`src/rtl/cfg_spi_pkg.sv`:
```
package cfg_spi_pkg;

   localparam int unsigned NUM_REGS  = 4;
   localparam int unsigned BYTE_W    = 8;
   localparam int unsigned IDX_W     = $clog2(NUM_REGS);
   localparam int unsigned CTRL_SQ   = 3;
   localparam int unsigned CTRL_CAL  = 2;

   typedef enum logic [IDX_W-1:0] {
      REG_FB_LO = 2'd0,
      REG_FB_HI = 2'd1,
      REG_REF   = 2'd2,
      REG_CTRL  = 2'd3
   } reg_idx_e;

   typedef struct packed {
      logic     is_wr;
      logic     mapped;
      reg_idx_e idx;
   } access_t;

endpackage

```
`src/rtl/cfg_spi_sync.sv`:
```
module cfg_spi_sync #(
   parameter int unsigned WIDTH   = 1,
   parameter int unsigned STAGES  = 2,
   parameter logic [WIDTH-1:0] RST_VAL = '0
) (
   input  logic             clk,
   input  logic             rst_n,
   input  logic [WIDTH-1:0] d,
   output logic [WIDTH-1:0] q
);

   generate
      if (STAGES < 2) begin : g_bad_stages
         $error("cfg_spi_sync: STAGES must be at least 2");
      end
   endgenerate

   logic [WIDTH-1:0] stg [STAGES];

   always_ff @(posedge clk or negedge rst_n) begin
      if (!rst_n) begin
         for (int s = 0; s < STAGES; s++) stg[s] <= RST_VAL;
      end else begin
         stg[0] <= d;
         for (int s = 1; s < STAGES; s++) stg[s] <= stg[s-1];
      end
   end

   assign q = stg[STAGES-1];

endmodule

```
`src/rtl/cfg_spi_framer.sv`:
```
module cfg_spi_framer
   import cfg_spi_pkg::*;
(
   input  logic              clk,
   input  logic              rst_n,
   input  logic              csn_s,
   input  logic              sck_s,
   input  logic              mosi_s,
   input  logic              sleep_s,
   output reg_idx_e          rd_idx,
   input  logic [BYTE_W-1:0] rd_data,
   output logic              wr_stb,
   output reg_idx_e          wr_idx,
   output logic [BYTE_W-1:0] wr_data,
   output logic              commit_stb,
   output logic              discard,
   output logic              miso,
   output logic              miso_oe
);

   localparam int unsigned CNT_W = $clog2(BYTE_W);
   localparam logic [CNT_W-1:0] LAST_BIT = CNT_W'(BYTE_W - 1);

   logic              sck_q, csn_q;
   logic              sck_rise, sck_fall, csn_rise;
   logic              active;
   logic [CNT_W-1:0]  bit_cnt;
   logic              data_ph;
   logic [BYTE_W-2:0] shreg;
   logic [BYTE_W-1:0] byte_next;
   logic [BYTE_W-1:0] rd_shift;
   access_t           acc, acc_next;
   logic              byte_done;

   assign sck_rise  = sck_s & ~sck_q;
   assign sck_fall  = ~sck_s & sck_q;
   assign csn_rise  = csn_s & ~csn_q;
   assign active    = ~csn_s & sleep_s;
   assign byte_next = {shreg, mosi_s};
   assign byte_done = active & sck_rise & (bit_cnt == LAST_BIT);

   always_comb begin
      acc_next.is_wr  = byte_next[BYTE_W-1];
      acc_next.mapped = (byte_next[BYTE_W-2:IDX_W] == '0);
      acc_next.idx    = reg_idx_e'(byte_next[IDX_W-1:0]);
   end

   assign rd_idx = acc_next.idx;

   always_ff @(posedge clk or negedge rst_n) begin
      if (!rst_n) begin
         sck_q <= 1'b0;
         csn_q <= 1'b1;
      end else begin
         sck_q <= sck_s;
         csn_q <= csn_s;
      end
   end

   always_ff @(posedge clk or negedge rst_n) begin
      if (!rst_n) begin
         bit_cnt  <= '0;
         data_ph  <= 1'b0;
         shreg    <= '0;
         rd_shift <= '0;
         miso     <= 1'b0;
         acc      <= '0;
      end else if (!active) begin
         bit_cnt  <= '0;
         data_ph  <= 1'b0;
         rd_shift <= '0;
         miso     <= 1'b0;
      end else if (sck_rise) begin
         shreg   <= byte_next[BYTE_W-2:0];
         bit_cnt <= bit_cnt + 1'b1;
         if (bit_cnt == LAST_BIT) begin
            data_ph <= ~data_ph;
            if (!data_ph) begin
               acc      <= acc_next;
               rd_shift <= (!acc_next.is_wr && acc_next.mapped) ? rd_data : '0;
            end
         end
      end else if (sck_fall) begin
         miso     <= rd_shift[BYTE_W-1];
         rd_shift <= {rd_shift[BYTE_W-2:0], 1'b0};
      end
   end

   always_ff @(posedge clk or negedge rst_n) begin
      if (!rst_n) begin
         wr_stb     <= 1'b0;
         wr_idx     <= REG_FB_LO;
         wr_data    <= '0;
         commit_stb <= 1'b0;
         miso_oe    <= 1'b0;
      end else begin
         wr_stb     <= byte_done & data_ph & acc.is_wr & acc.mapped;
         if (byte_done & data_ph) begin
            wr_idx  <= acc.idx;
            wr_data <= byte_next;
         end
         commit_stb <= csn_rise & sleep_s;
         miso_oe    <= active;
      end
   end

   assign discard = ~sleep_s;

endmodule

```
`src/rtl/cfg_spi_regfile.sv`:
```
module cfg_spi_regfile
   import cfg_spi_pkg::*;
#(
   parameter int unsigned FB_DIV_W  = 10,
   parameter int unsigned REF_DIV_W = 6
) (
   input  logic                 clk,
   input  logic                 rst_n,
   input  logic                 wr_stb,
   input  reg_idx_e             wr_idx,
   input  logic [BYTE_W-1:0]    wr_data,
   input  logic                 commit_stb,
   input  logic                 discard,
   input  reg_idx_e             rd_idx,
   output logic [BYTE_W-1:0]    rd_data,
   output logic [FB_DIV_W-1:0]  fb_div,
   output logic [REF_DIV_W-1:0] ref_div,
   output logic [3:0]           ctrl,
   output logic                 cal_kick
);

   localparam int unsigned FB_HI_W = FB_DIV_W - BYTE_W;

   function automatic logic [BYTE_W-1:0] field_mask(input int unsigned r);
      logic [BYTE_W-1:0] m;
      case (r)
         0:       m = '1;
         1:       m = BYTE_W'((1 << FB_HI_W) - 1);
         2:       m = BYTE_W'((1 << REF_DIV_W) - 1);
         default: m = BYTE_W'(4'hF);
      endcase
      return m;
   endfunction

   logic [BYTE_W-1:0] shadow [NUM_REGS];
   logic [BYTE_W-1:0] live   [NUM_REGS];
   logic              pend_lo, pend_ref;

   always_ff @(posedge clk or negedge rst_n) begin
      if (!rst_n) begin
         for (int r = 0; r < NUM_REGS; r++) begin
            shadow[r] <= '0;
            live[r]   <= '0;
         end
      end else if (discard) begin
         for (int r = 0; r < NUM_REGS; r++) shadow[r] <= live[r];
      end else if (commit_stb) begin
         for (int r = 0; r < NUM_REGS; r++) live[r] <= shadow[r];
      end else if (wr_stb) begin
         for (int r = 0; r < NUM_REGS; r++)
            if (wr_idx == reg_idx_e'(r)) shadow[r] <= wr_data & field_mask(r);
      end
   end

   always_ff @(posedge clk or negedge rst_n) begin
      if (!rst_n) begin
         pend_lo  <= 1'b0;
         pend_ref <= 1'b0;
         cal_kick <= 1'b0;
      end else begin
         cal_kick <= commit_stb & ~discard &
                     (pend_lo | (pend_ref & shadow[REG_CTRL][CTRL_CAL]));
         if (discard || commit_stb) begin
            pend_lo  <= 1'b0;
            pend_ref <= 1'b0;
         end else if (wr_stb) begin
            if (wr_idx == REG_FB_LO) pend_lo  <= 1'b1;
            if (wr_idx == REG_REF)   pend_ref <= 1'b1;
         end
      end
   end

   assign rd_data = live[rd_idx];
   assign fb_div  = {live[REG_FB_HI][FB_HI_W-1:0], live[REG_FB_LO]};
   assign ref_div = live[REG_REF][REF_DIV_W-1:0];
   assign ctrl    = live[REG_CTRL][3:0];

endmodule

```
`src/rtl/cfg_spi_regbank.sv`:
```
module cfg_spi_regbank
   import cfg_spi_pkg::*;
#(
   parameter int unsigned FB_DIV_W    = 10,
   parameter int unsigned REF_DIV_W   = 6,
   parameter int unsigned SYNC_STAGES = 2
) (
   input  logic                 sys_clk,
   input  logic                 sys_rst_n,
   input  logic                 spi_csn,
   input  logic                 spi_sck,
   input  logic                 spi_mosi,
   output logic                 spi_miso,
   output logic                 spi_miso_oe,
   input  logic                 sleep_n,
   output logic [FB_DIV_W-1:0]  fb_div,
   output logic [REF_DIV_W-1:0] ref_div,
   output logic                 squelch_off,
   output logic                 cal_on_ref,
   output logic [1:0]           drive_code,
   output logic                 cal_kick
);

   generate
      if (FB_DIV_W <= BYTE_W || FB_DIV_W > 2 * BYTE_W) begin : g_bad_fb
         $error("cfg_spi_regbank: FB_DIV_W must be 9..16");
      end
      if (REF_DIV_W < 1 || REF_DIV_W > BYTE_W) begin : g_bad_ref
         $error("cfg_spi_regbank: REF_DIV_W must be 1..8");
      end
   endgenerate

   logic              csn_s, sck_s, mosi_s, sleep_s;
   logic [3:0]        pins_s;
   reg_idx_e          rd_idx, wr_idx;
   logic [BYTE_W-1:0] rd_data, wr_data;
   logic              wr_stb, commit_stb, discard;
   logic [3:0]        ctrl;

   cfg_spi_sync #(
      .WIDTH  (4),
      .STAGES (SYNC_STAGES),
      .RST_VAL(4'b1000)
   ) i_sync (
      .clk  (sys_clk),
      .rst_n(sys_rst_n),
      .d    ({spi_csn, spi_sck, spi_mosi, sleep_n}),
      .q    (pins_s)
   );

   assign {csn_s, sck_s, mosi_s, sleep_s} = pins_s;

   cfg_spi_framer i_framer (
      .clk       (sys_clk),
      .rst_n     (sys_rst_n),
      .csn_s     (csn_s),
      .sck_s     (sck_s),
      .mosi_s    (mosi_s),
      .sleep_s   (sleep_s),
      .rd_idx    (rd_idx),
      .rd_data   (rd_data),
      .wr_stb    (wr_stb),
      .wr_idx    (wr_idx),
      .wr_data   (wr_data),
      .commit_stb(commit_stb),
      .discard   (discard),
      .miso      (spi_miso),
      .miso_oe   (spi_miso_oe)
   );

   cfg_spi_regfile #(
      .FB_DIV_W (FB_DIV_W),
      .REF_DIV_W(REF_DIV_W)
   ) i_regfile (
      .clk       (sys_clk),
      .rst_n     (sys_rst_n),
      .wr_stb    (wr_stb),
      .wr_idx    (wr_idx),
      .wr_data   (wr_data),
      .commit_stb(commit_stb),
      .discard   (discard),
      .rd_idx    (rd_idx),
      .rd_data   (rd_data),
      .fb_div    (fb_div),
      .ref_div   (ref_div),
      .ctrl      (ctrl),
      .cal_kick  (cal_kick)
   );

   assign squelch_off = ctrl[CTRL_SQ];
   assign cal_on_ref  = ctrl[CTRL_CAL];
   assign drive_code  = ctrl[1:0];

endmodule

```
`config.mk`:
```
export PLATFORM = sky130hd
export DESIGN_NAME = cfg_spi_regbank
export DESIGN_NICKNAME = d
export VERILOG_FILES = /design/src/rtl/cfg_spi_pkg.sv /design/src/rtl/cfg_spi_sync.sv /design/src/rtl/cfg_spi_framer.sv /design/src/rtl/cfg_spi_regfile.sv /design/src/rtl/cfg_spi_regbank.sv
export SDC_FILE = /design/constraint.sdc
export NUM_CORES = 1
export LEC_CHECK = 0
export ABC_AREA = 1
export BUFFER_PORTS_ARGS = -buffer_cell sky130_fd_sc_hd__buf_2
export CAP_MARGIN = 20
export CORE_ASPECT_RATIO = 0.75
export CORE_MARGIN = 4
export CORE_UTILIZATION = 60
export CTS_BUF_LIST = sky130_fd_sc_hd__clkbuf_16
export DETAILED_ROUTE_END_ITERATION = 16
export PLACE_DENSITY = 0.79
export SLEW_MARGIN = 0
export SYNTH_ARGS = -nofsm -noshare
export SYNTH_HDL_FRONTEND = slang
export SYNTH_SLANG_ARGS = --single-unit
```
`constraint.sdc`:
```
create_clock -name sys_clk -period 1.8 [get_ports sys_clk]
set_clock_uncertainty 0.2 [all_clocks]
set_input_delay 0.36 -clock sys_clk [delete_from_list [all_inputs] [get_ports sys_clk]]
set_output_delay 0.36 -clock sys_clk [all_outputs]
set_load 0.1 [all_outputs]
```
==> flow_summary_export.csv <==
group,metric,value,unit
clock_tree,root_buffer,"clkbuf_16",
clock_tree,cts_buffers,17,
clock_tree,cts.sinks,114,
synth,synth_largest_area_cell,"dfrtp_1",
layout,final_cell_mix,"141 x nand2_1, 111 x dfrtp_1, 91 x inv_1, 80 x o21ai_0, 28 x nor2_1",
clock_tree,htreeDepth,4,
die,die_h,86.77,um
power_and_ir_drop,p_int,4.718,mW
die,fp.coreArea,0.007988,mm^2
power_and_ir_drop,cellPowerDensity,1055,mW/mm^2
hold_path,hold_depth,0,
outcome,status,"completed",
synth,synth_cells,571,
layout,layout_commonest_cell,"nand2_1",
grt,grt_start_max_net_pins,37,
critical_path,crit_chain,"buf_2",
hold_path,hold_path.class,"reg -> reg",
grt,gr-total-overflow,0,
synth,ys_seq_elements,114,
sta,finalSetupViolCount,0,
clock_tree,cts_tree,"done",
place,port_buffers,28,
synth,synth_area_leaders,"dfrtp_1 56%, nand2_1 11%, o21ai_0 8.2%",
critical_path,crit_path_end_kind,"output pin",
job,maxCapViolCount,0,
place,dp_slack,0.1042,ns
hold_path,hp-start,"i_sync.stg[4]$_DFF_PN0_",
drt,drt-pass1-iter-count,6,
power_and_ir_drop,peakVddDrop,876.8,uV
sta,worst_slack,0.03775,ns
synth,synth_top_area_frac,0.5596,
power_and_ir_drop,switching_share,0.2291,
critical_path,crit_cells,1,
sta,fin_crit_sh,0.9790,
synth,synthDistinctLibCells,27,
critical_path,max_stage_delay,0.43,ns
critical_path,start_kind,"flip-flop",
critical_path,reg2reg_from,"i_framer.bit_cnt[0]$_DFFE_PN0N_",
sta,hold_viol,0,
clock_tree,clockBufferDepth,2,
sta,timing.hold.ws,0.1515,ns
layout,postLayoutCellArea,0.005803,mm^2
die,initial_core_util,0.6214,
synth,syn_area,0.004964,mm^2
drt,wl_met2,5051,um
drt,drtAntennaViolNets,0,
layout,drive_above_1_share,0.1387,
drt,drt_wl_total,10910,um
power_and_ir_drop,power_switching,1.402,mW
critical_path,cp_num_buf_inv,1,
synth,yosysWarnings,0,
synth,ys_seq_area_frac,0.5755,
clock_tree,clk_pin_slew_worst_paths,0.05,ns
drt,drt_iter0_drc,284,
layout,fillers,585,
drt,highest_layer,"met4",
layout,syn_to_final_growth,16.91,%
power_and_ir_drop,comb_power_share,0.066,
place,gp_congestion,0.8919,
die,ios,29,
critical_path,r2r_end,"i_framer.rd_shift[4]$_DFFE_PN0P_",
grt,grt_usage,0.2488,
sta,finalCriticalPeriod,1.762,ns
grt,grt_pass1_vias,3927,
die,die_w,113.0,um
sta,tightest_slew,0.4880,ns
place,dpl.hpwl,7357,um
critical_path,reg2reg_depth,8,
power_and_ir_drop,p_leak,2.750,nW
synth,syn-mean-instance-area,8.693,um^2
critical_path,critPathMaxFanout,3,
synth,syn_nets,579,
sta,relSlewSlack,0.6769,
critical_path,critPathSlowestCell,"buf_2",
die,dieArea,0.009807,mm^2
hold_path,min_to,"i_sync.q[0]$_DFF_PN0_",
sta,slew_violations,0,
grt,grt_pass1_wl,18730,um
drt,remaining_drc_errors,0,
critical_path,crit_arrival,1.20,ns
power_and_ir_drop,pwr-share-clk,0.496,
drt,route.vias.total,3849,
die,rows,28,
drt,wl_met1,4922,um
layout,final_nets,608,
clock_tree,insertion_delay,0.41,ns
grt,antenna_found_initial,0,
critical_path,worstSetupPathType,"reg -> out",
power_and_ir_drop,seqPwrFrac,0.438,
critical_path,r2r_setup_slack,0.07,ns
drt,vias_per_cell,5.361,
drt,met3WireLength,780,um
drt,wl_per_cell,15.20,um
sta,max_freq,567.5,MHz
critical_path,cp_top_family,"buffers and inverters",
critical_path,required,1.24,ns
layout,insertedDiodeCount,0,
place,dpl_cell_area,0.005144,mm^2
## how the worst max path moves through the flow
stage	start	to	slack, ns
2_1_floorplan	i_regfile.ctrl[2]$_DFFE_PN0P_	i_framer.rd_shift[2]$_DFFE_PN0P_	0.11
3_3_place_gp	i_framer.bit_cnt[0]$_DFFE_PN0N_	i_framer.rd_shift[6]$_DFFE_PN0P_	0.16
3_5_place_dp	i_framer.bit_cnt[0]$_DFFE_PN0N_	i_framer.rd_shift[4]$_DFFE_PN0P_	0.10
4_1_cts	i_regfile.fb_div[8]$_DFFE_PN0P_	fb_div[8]	0.00003
5_1_grt	i_regfile.fb_div[9]$_DFFE_PN0P_	fb_div[9]	-0.0004
6_report	i_regfile.ref_div[4]$_DFFE_PN0P_	ref_div[4]	0.04
## power by group through the flow
stage	combinational (mW)	clock (mW)	sequential, mW
after floorplan	0.214	0	2.72
after global placement	0.375	0	2.71
after detailed placement	0.386	0	2.72
after CTS	0.398	3.06	2.68
after global routing	0.451	3.20	2.68
final	0.406	3.04	2.68
## through the flow
| step | utilization | power (mW) | std cells | TNS [ns] |
|---|---|---|---|---|
| after floorplan | - | 2.936 | 571 | 0 |
| after global placement | 0.6440 | 3.088 | 679 | 0 |
| after detailed placement | 0.6440 | 3.103 | 679 | 0 |
| after CTS | 0.7184 | 6.140 | 716 | 0 |
| after global routing | 0.7265 | 6.340 | 718 | -0.0003871 |
| final | 0.7265 | 6.120 | 718 | 0 |
## per-layer routing
layer,up-vias,global-route usage
li1,1842,-
met1,1854,0.3380
met2,135,0.3769
met3,18,0.08374
met4,0,0.09170
met5,-,0
## flip-flops by register name (all words and copies together), names as in the netlist, 6 cells and up
signal / count
i_regfile.ref_div: 6
i_framer.wr_data: 8
i_framer.shreg: 7
i_regfile.fb_div: 10
i_framer.rd_shift: 8
i_regfile.live: 12
i_regfile.shadow: 32
## cells in the mapped netlist
| library cell | count |
|---|---|
| clkinv_1 | 1 |
| buf_2 | 12 |
| clkbuf_1 | 4 |
| ha_1 | 2 |
| o221ai_1 | 1 |
| nand4_1 | 2 |
| nor2_2 | 1 |
| buf_4 | 21 |
| a21oi_1 | 13 |
| o211ai_1 | 1 |
| dfstp_2 | 3 |
| nand3_1 | 23 |
| nor2_1 | 29 |
| nor3_1 | 1 |
| nor2_4 | 4 |
| o21ai_0 | 81 |
| inv_1 | 86 |
| nand2_2 | 5 |
| buf_6 | 1 |
| dfrtp_1 | 111 |
| inv_2 | 2 |
| o21ai_1 | 8 |
| clkbuf_2 | 1 |
| o21ai_2 | 2 |
| o22ai_1 | 13 |
| nand3_2 | 2 |
| nand2_1 | 141 |
## what timing repair did
item,4_1_cts,5_1_grt
setup buffers,0,2
hold buffers,5,0
resized for setup,3,16
endpoints found under the setup margin,3,30
pin swaps,0,1
endpoints found under the hold margin,26,0
## cell families (layout without fill, tap and decap cells)
kind of cell,count (synthesis),in the layout,share of synthesized area
adder cells (fa/ha/maj),2,2,0.005041
buffers and inverters,128,170,0.1175
AO/OA/AOI/OAI,119,119,0.1260
AND/OR/NAND/NOR,208,208,0.1760
flip-flops,114,114,0.5755
## cell type report
type,count,area (um^2),area share
well taps,105,131.4,0.02264
inverters,89,334.1,0.05757
flip-flops and latches,114,2856,0.4922
clock inverters,15,111.4,0.01919
repair buffers,49,417.9,0.07201
multi-input cells,329,1526,0.2630
clock buffers,17,425.4,0.07331
No activity file was read; power rests on OpenSTA's default activity.
